**src/rtl/refq_pkg.sv**
```systemverilog
package refq_pkg;

   localparam int unsigned NUM_MON = 3;

   typedef enum int unsigned {
      MON_CYCLE  = 0,
      MON_COARSE = 1,
      MON_FINE   = 2
   } mon_idx_e;

   function automatic int unsigned width_for(int unsigned max_value);
      return (max_value < 2) ? 1 : $clog2(max_value + 1);
   endfunction

endpackage

```
**src/rtl/refq_debounce.sv**
```systemverilog
module refq_debounce #(
   parameter int unsigned FILT_LEN = 16
) (
   input  logic clk,
   input  logic rst,
   input  logic raw_i,
   output logic flag_o
);
   import refq_pkg::*;

   logic flag_q;

   if (FILT_LEN < 1) begin : g_bad_len
      $error("refq_debounce: FILT_LEN must be at least 1");
   end

   if (FILT_LEN == 1) begin : g_direct
      always_ff @(posedge clk) begin
         if (rst) flag_q <= 1'b0;
         else     flag_q <= raw_i;
      end
   end else begin : g_counted
      localparam int unsigned RW = width_for(FILT_LEN - 1);
      localparam logic [RW-1:0] RUN_LAST = RW'(FILT_LEN - 1);
      logic [RW-1:0] run_q;

      always_ff @(posedge clk) begin
         if (rst) begin
            flag_q <= 1'b0;
            run_q  <= '0;
         end else if (raw_i == flag_q) begin
            run_q  <= '0;
         end else if (run_q == RUN_LAST) begin
            flag_q <= raw_i;
            run_q  <= '0;
         end else begin
            run_q  <= run_q + 1'b1;
         end
      end

      // the accepted level only moves to a level that was present at the edge
      p_accept_seen_r2: assert property (@(posedge clk) disable iff (rst)
         (!$past(rst) && !$stable(flag_q)) |-> ($past(raw_i) == flag_q));
   end

   assign flag_o = flag_q;

endmodule

```
**src/rtl/refq_leak_timer.sv**
```systemverilog
module refq_leak_timer #(
   parameter int unsigned TICKS_DISQ = 250,
   parameter int unsigned UP_STEP    = 4,
   parameter int unsigned DN_STEP    = 1
) (
   input  logic clk,
   input  logic rst,
   input  logic tick_i,
   input  logic bad_i,
   output logic disq_o
);
   import refq_pkg::*;

   localparam int unsigned LIMIT = TICKS_DISQ * UP_STEP;
   localparam int unsigned CW    = width_for(LIMIT);
   localparam logic [CW-1:0] CNT_MAX = CW'(LIMIT);
   localparam logic [CW-1:0] CNT_DN  = CW'(DN_STEP);
   localparam logic [CW:0]   SUM_MAX = (CW+1)'(LIMIT);
   localparam logic [CW:0]   SUM_UP  = (CW+1)'(UP_STEP);

   if (TICKS_DISQ < 1 || UP_STEP < 1 || DN_STEP < 1) begin : g_bad_cfg
      $error("refq_leak_timer: TICKS_DISQ, UP_STEP and DN_STEP must be at least 1");
   end
   if (DN_STEP > LIMIT) begin : g_bad_dn
      $error("refq_leak_timer: DN_STEP must not exceed the ceiling");
   end

   logic [CW-1:0] cnt_q, cnt_d;
   logic [CW:0]   up_sum;
   logic          disq_q, disq_d;

   assign up_sum = {1'b0, cnt_q} + SUM_UP;

   always_comb begin
      cnt_d = cnt_q;
      if (tick_i) begin
         if (bad_i) begin
            cnt_d = (up_sum >= SUM_MAX) ? CNT_MAX : up_sum[CW-1:0];
         end else begin
            cnt_d = (cnt_q >= CNT_DN) ? (cnt_q - CNT_DN) : '0;
         end
      end
   end

   always_comb begin
      disq_d = disq_q;
      if (cnt_d == CNT_MAX)  disq_d = 1'b1;
      else if (cnt_d == '0)  disq_d = 1'b0;
   end

   always_ff @(posedge clk) begin
      if (rst) begin
         cnt_q  <= '0;
         disq_q <= 1'b0;
      end else begin
         cnt_q  <= cnt_d;
         disq_q <= disq_d;
      end
   end

   assign disq_o = disq_q;

   // the count never passes the ceiling
   always_comb begin
      if (!rst) p_ceiling_r5: assert (cnt_q <= CNT_MAX);
   end

   // the count moves only on tick edges
   p_tick_only_r5: assert property (@(posedge clk) disable iff (rst)
      (!$past(rst) && !$past(tick_i)) |-> $stable(cnt_q));

   // disqualification appears only with a full count
   p_disq_at_full_r6: assert property (@(posedge clk) disable iff (rst)
      (!$past(rst) && $rose(disq_q)) |-> (cnt_q == CNT_MAX));

   // requalification appears only with an empty count
   p_requal_at_zero_r7: assert property (@(posedge clk) disable iff (rst)
      (!$past(rst) && $fell(disq_q)) |-> (cnt_q == '0));

endmodule

```
**src/rtl/refq_monitor.sv**
```systemverilog
module refq_monitor #(
   parameter int unsigned FILT_LEN   = 16,
   parameter int unsigned TICKS_DISQ = 250,
   parameter int unsigned UP_STEP    = 4,
   parameter int unsigned DN_STEP    = 1
) (
   input  logic clk,
   input  logic rst,
   input  logic tick_i,
   input  logic cyc_fail_i,
   input  logic crs_fail_i,
   input  logic fine_fail_i,
   output logic fail_o,
   output logic holdover_o,
   output logic disq_o
);
   import refq_pkg::*;

   logic [NUM_MON-1:0] raw_flags;
   logic [NUM_MON-1:0] filt_flags;
   logic               hold_req;

   assign raw_flags[MON_CYCLE]  = cyc_fail_i;
   assign raw_flags[MON_COARSE] = crs_fail_i;
   assign raw_flags[MON_FINE]   = fine_fail_i;

   for (genvar m = 0; m < NUM_MON; m++) begin : g_filt
      refq_debounce #(
         .FILT_LEN (FILT_LEN)
      ) u_filt (
         .clk    (clk),
         .rst    (rst),
         .raw_i  (raw_flags[m]),
         .flag_o (filt_flags[m])
      );
   end

   assign hold_req = filt_flags[MON_CYCLE] | filt_flags[MON_COARSE];

   refq_leak_timer #(
      .TICKS_DISQ (TICKS_DISQ),
      .UP_STEP    (UP_STEP),
      .DN_STEP    (DN_STEP)
   ) u_timer (
      .clk    (clk),
      .rst    (rst),
      .tick_i (tick_i),
      .bad_i  (hold_req),
      .disq_o (disq_o)
   );

   assign fail_o     = |filt_flags;
   assign holdover_o = hold_req;

   // a holdover request is always accompanied by the failure status
   p_hold_in_fail_r4: assert property (@(posedge clk) disable iff (rst)
      holdover_o |-> fail_o);

endmodule

```
**config.mk**
```make
export PLATFORM = sky130hd
export DESIGN_NAME = refq_monitor
export DESIGN_NICKNAME = d
export VERILOG_FILES = /design/src/rtl/refq_pkg.sv /design/src/rtl/refq_debounce.sv /design/src/rtl/refq_leak_timer.sv /design/src/rtl/refq_monitor.sv
export SDC_FILE = /design/constraint.sdc
export NUM_CORES = 1
export LEC_CHECK = 0
export ABC_AREA = 1
export CORE_ASPECT_RATIO = 1.2
export CORE_MARGIN = 2
export CORE_UTILIZATION = 34
export DETAILED_ROUTE_END_ITERATION = 8
export PLACE_DENSITY_LB_ADDON = 0.25
export SLEW_MARGIN = 20
export SYNTH_ARGS = -nofsm -noshare
export SYNTH_HDL_FRONTEND = slang
export SYNTH_SLANG_ARGS = --single-unit
```
**constraint.sdc**
```tcl
create_clock -name clk -period 2.1 [get_ports clk]
set_input_delay 0.315 -clock clk [delete_from_list [all_inputs] [get_ports clk]]
set_output_delay 0.315 -clock clk [all_outputs]
set_load 0.05 [all_outputs]
```
==> metrics.md <==
| Metric | Value |
|---|---|
| Global route overflow | `0` |
| Syn Nets | `281` |
| Via/cell ratio | `4.71` |
| Startpoint types | `flip-flop` |
| Final WS setup | `0.199 ns` |
| Hold path cells | `1` |
| Worst-Skew Late Latency | `0.27 ns` |
| Pwr Density | `673 nW/µm²` |
| Via count | `1626` |
| Largest net degree at the start of global routing | `16` |
| Critical path capture point type | `flip-flop` |
| Boundary pin count | `9` |
| Worst path max stage delay | `0.35 ns` |
| Register Area | `524 µm²` |
| Vias in the first global route | `1500` |
| Hold path start | `g_filt[1].u_filt.g_counted.run_q[0]` |
| CP max stage cell | `dfxtp_2` |
| DIE WIDTH | `68.7 µm` |
| Starting Density | `35.0%` |
| DR WL/cell | `10.8 µm` |
| CTS clock-pin slew for the worst setup and hold paths | `0.09 ns` |
| GRT Total Usage | `14.6%` |
| Iter 0 DRT Violations | `54` |
| Hold buffer count at CTS | `0` |
| Fin nets | `300` |
| Maximum fanout along the worst path | `7` |
| Core area | `4870 µm²` |
| Share of layout cells above drive strength 1 | `17.2%` |
| Antenna violations before repair | `0` |
| Fill count | `517` |
| Die area | `5600 µm²` |
| Hold slack final | `0.454 ns` |
| Final hold vios | `0` |
| Inserted Clock Buffers | `3` |
| Required time worst endpoint | `2.28 ns` |
| Root buf cell | `clkbuf_8` |
| Std-Cell Rows | `28` |
| Design Power | `1.36 mW` |
| Synthesized flop and latch total | `26` |
| CTS tree | `done` |
| Clock Path Buffers | `2` |
| Synth cell types | `25` |
| DRT antenna net count | `0` |
| H-Tree Depth | `1` |
| Final setup viols | `0` |
| Switch share | `31.3%` |
| Worst Path Arrival | `2.08 ns` |
| First-pass GRT wire length | `6260 µm` |
| Max cap viols | `0` |
| Crit path cell chain | `buf_4 -> ha_1 -> a21oi_1 -> nand2_1 -> nand3_1 -> nor2_4 -> nand2_4 -> nand3_1 -> nand2_1 -> nand2_1 -> nand2_1 -> nand2_1 -> inv_1 -> nand3_1 -> nand2_1 -> nand2_1` |
| Die H | `81.6 µm` |
| I/O Buffers | `8` |
| Status | `complete, no violations` |
| Remaining DRCs | `0` |
| Crit Path Class | `flip-flop to flip-flop` |
| Post-layout min period | `1.90 ns` |
| Placed Cells incl. Taps | `340` |
| Post-Syn Area | `1710 µm²` |
| Post-synthesis cell count | `267` |
| Non-Filler Instances | `345` |
| Slew Limit Headroom | `67.3%` |
| Synth top area share | `30.5%` |
| Max VDD drop | `0.458 mV` |
| Comb power frac | `29.3%` |
| Synth area leader | `dfxtp_1` |
| First-pass DRT Iterations | `4` |
| Syn Area/Cell | `6.39 µm²` |
| R2r endpoint | `u_timer.disq_o` |
| Routed WL | `3720 µm` |
| Final Cycle Share | `90.5%` |
| HPWL Detailed | `3060 µm` |
| RSZ-0062 raised after global routing | `no` |
| Clock Skew | `0.00639 ns` |
| GPL Wtd Cong | `0.833` |
| Tightest Pin Transition | `0.490 ns` |
| CP top delay family | `simple AND/OR/NAND/NOR gates` |
| Final Cell Area | `2030 µm²` |
| Synth warn | `0` |
| Clock share of power | `29.9%` |
| Worst r2r src | `u_timer.cnt_q[2]` |
| Worst reg-to-reg path cell count | `16` |
| Switching pwr | `0.428 mW` |
| Max Fclk | `0.526 GHz` |
| Reg-to-reg slack, setup | `0.20 ns` |
| Pins over their slew limit | `0` |
| Pre-CTS setup slack | `0.0404 ns` |
| Ant. Diodes | `0` |
| Leak | `1.01 nW` |
| CP bufs+invs | `2` |
| Synth top area cells | `dfxtp_1 (31%), nand2_1 (14%), nor2_1 (9.2%)` |
| Area post-placement | `1900 µm²` |
| Min-delay worst type | `flip-flop to flip-flop` |
| Most used cell, CP | `nand2_1` |
| Internal | `0.937 mW` |
| Sequential share of the synthesized area | `30.5%` |
| Multi-input logic area | `1060 µm²` |
| Sink Count | `26` |
| Part of the power in registers | `40.8%` |
| Hold path endpoint | `g_filt[1].u_filt.g_counted.run_q[0]` |
| Util after Layout | `41.6%` |
| P&R area growth vs syn | `18.9%` |
| TNS Setup | `0 ns` |
how the worst max path moves through the flow:
stage / from / cells after the start / endpoint / slack (ns)
after floorplan: u_timer.cnt_q[2] / 15 / u_timer.disq_o / 0.26
after global placement: u_timer.cnt_q[2] / 15 / u_timer.disq_o / 0.1
after detailed placement: u_timer.cnt_q[1] / 15 / u_timer.disq_o / 0.04
after CTS: u_timer.cnt_q[1] / 15 / u_timer.disq_o / 0.04
after global routing: u_timer.cnt_q[2] / 17 / u_timer.disq_o / 0.01
final: u_timer.cnt_q[2] / 16 / u_timer.disq_o / 0.20
flip-flops by register name (all words and copies together) (netlist names):
signal	count
g_filt.u_filt.flag_o	3
u_timer.disq_o	1
u_timer.cnt_q	10
g_filt.u_filt.g_counted.run_q	12
power by group through the flow:
stage                     Combinational (mW)  Clock, mW  Sequential (mW)
after floorplan                        0.274          0            0.558
after global placement                 0.373          0            0.564
after detailed placement               0.367          0            0.564
after CTS                              0.369      0.418            0.552
after global routing                   0.452      0.437            0.561
final                                  0.400      0.408            0.556
cells by family (layout without fill, tap and decap cells):
family	Yosys count	in the layout	share of synthesized area (%)
flip-flops	26	26	30.5
XOR/XNOR	10	10	5.14
buffers and inverters	44	62	9.98
AND/OR/NAND/NOR	154	154	40.9
AO/OA/AOI/OAI	25	25	7.63
adder cells (fa/ha/maj)	8	8	5.87
cells in the mapped netlist, drive strengths merged:
cell type,instances
a21oi,10
xnor2,1
inv,41
ha,8
nor3,4
nand4,2
dfxtp,26
buf,2
nand3b,1
o22ai,1
xor2,9
nand3,28
nor2,46
clkbuf,1
o21ai,14
nand2,73
final cells by class:
type	count	area share (%)
sequential	26	25.8
clock inverter	1	1.48
timing repair buffer	17	7.03
inverter	41	7.59
tap	60	3.70
multi-input combinational	197	52.3
clock buffer	3	2.04
layer usage:
layer  up-vias  routed length [µm]  global-route usage (%)
met5         -                   0                       0
met4         0                  41                    4.20
met3         5                  91                    1.64
met2        22                1960                    27.4
met1       734                1630                    17.0
li1        865                   -                       -
what timing repair did:
action | 4_1_cts | 5_1_grt
buffers inserted | 0 | 1
setup endpoints to repair | 0 | 1
gates resized for setup | 0 | 17
cell usage in the layout (no fill, tap or decap), types with 3 or more instances in the layout:
master	synthesis	layout
nand2_1	63	61
nor2_1	42	42
inv_1	39	35
nand3_1	24	24
dfxtp_1	26	23
nand2_2	9	11
buf_4	1	11
o21ai_0	11	10
xor2_1	9	9
a21oi_1	9	9
inv_2	2	6
ha_1	8	6
clkdlybuf4s50_1	0	6
nand3_2	4	4
nor3_1	4	3
o21ai_1	3	3
clkbuf_8	0	3
dfxtp_2	0	3
No activity file was read; power rests on OpenSTA's default activity.
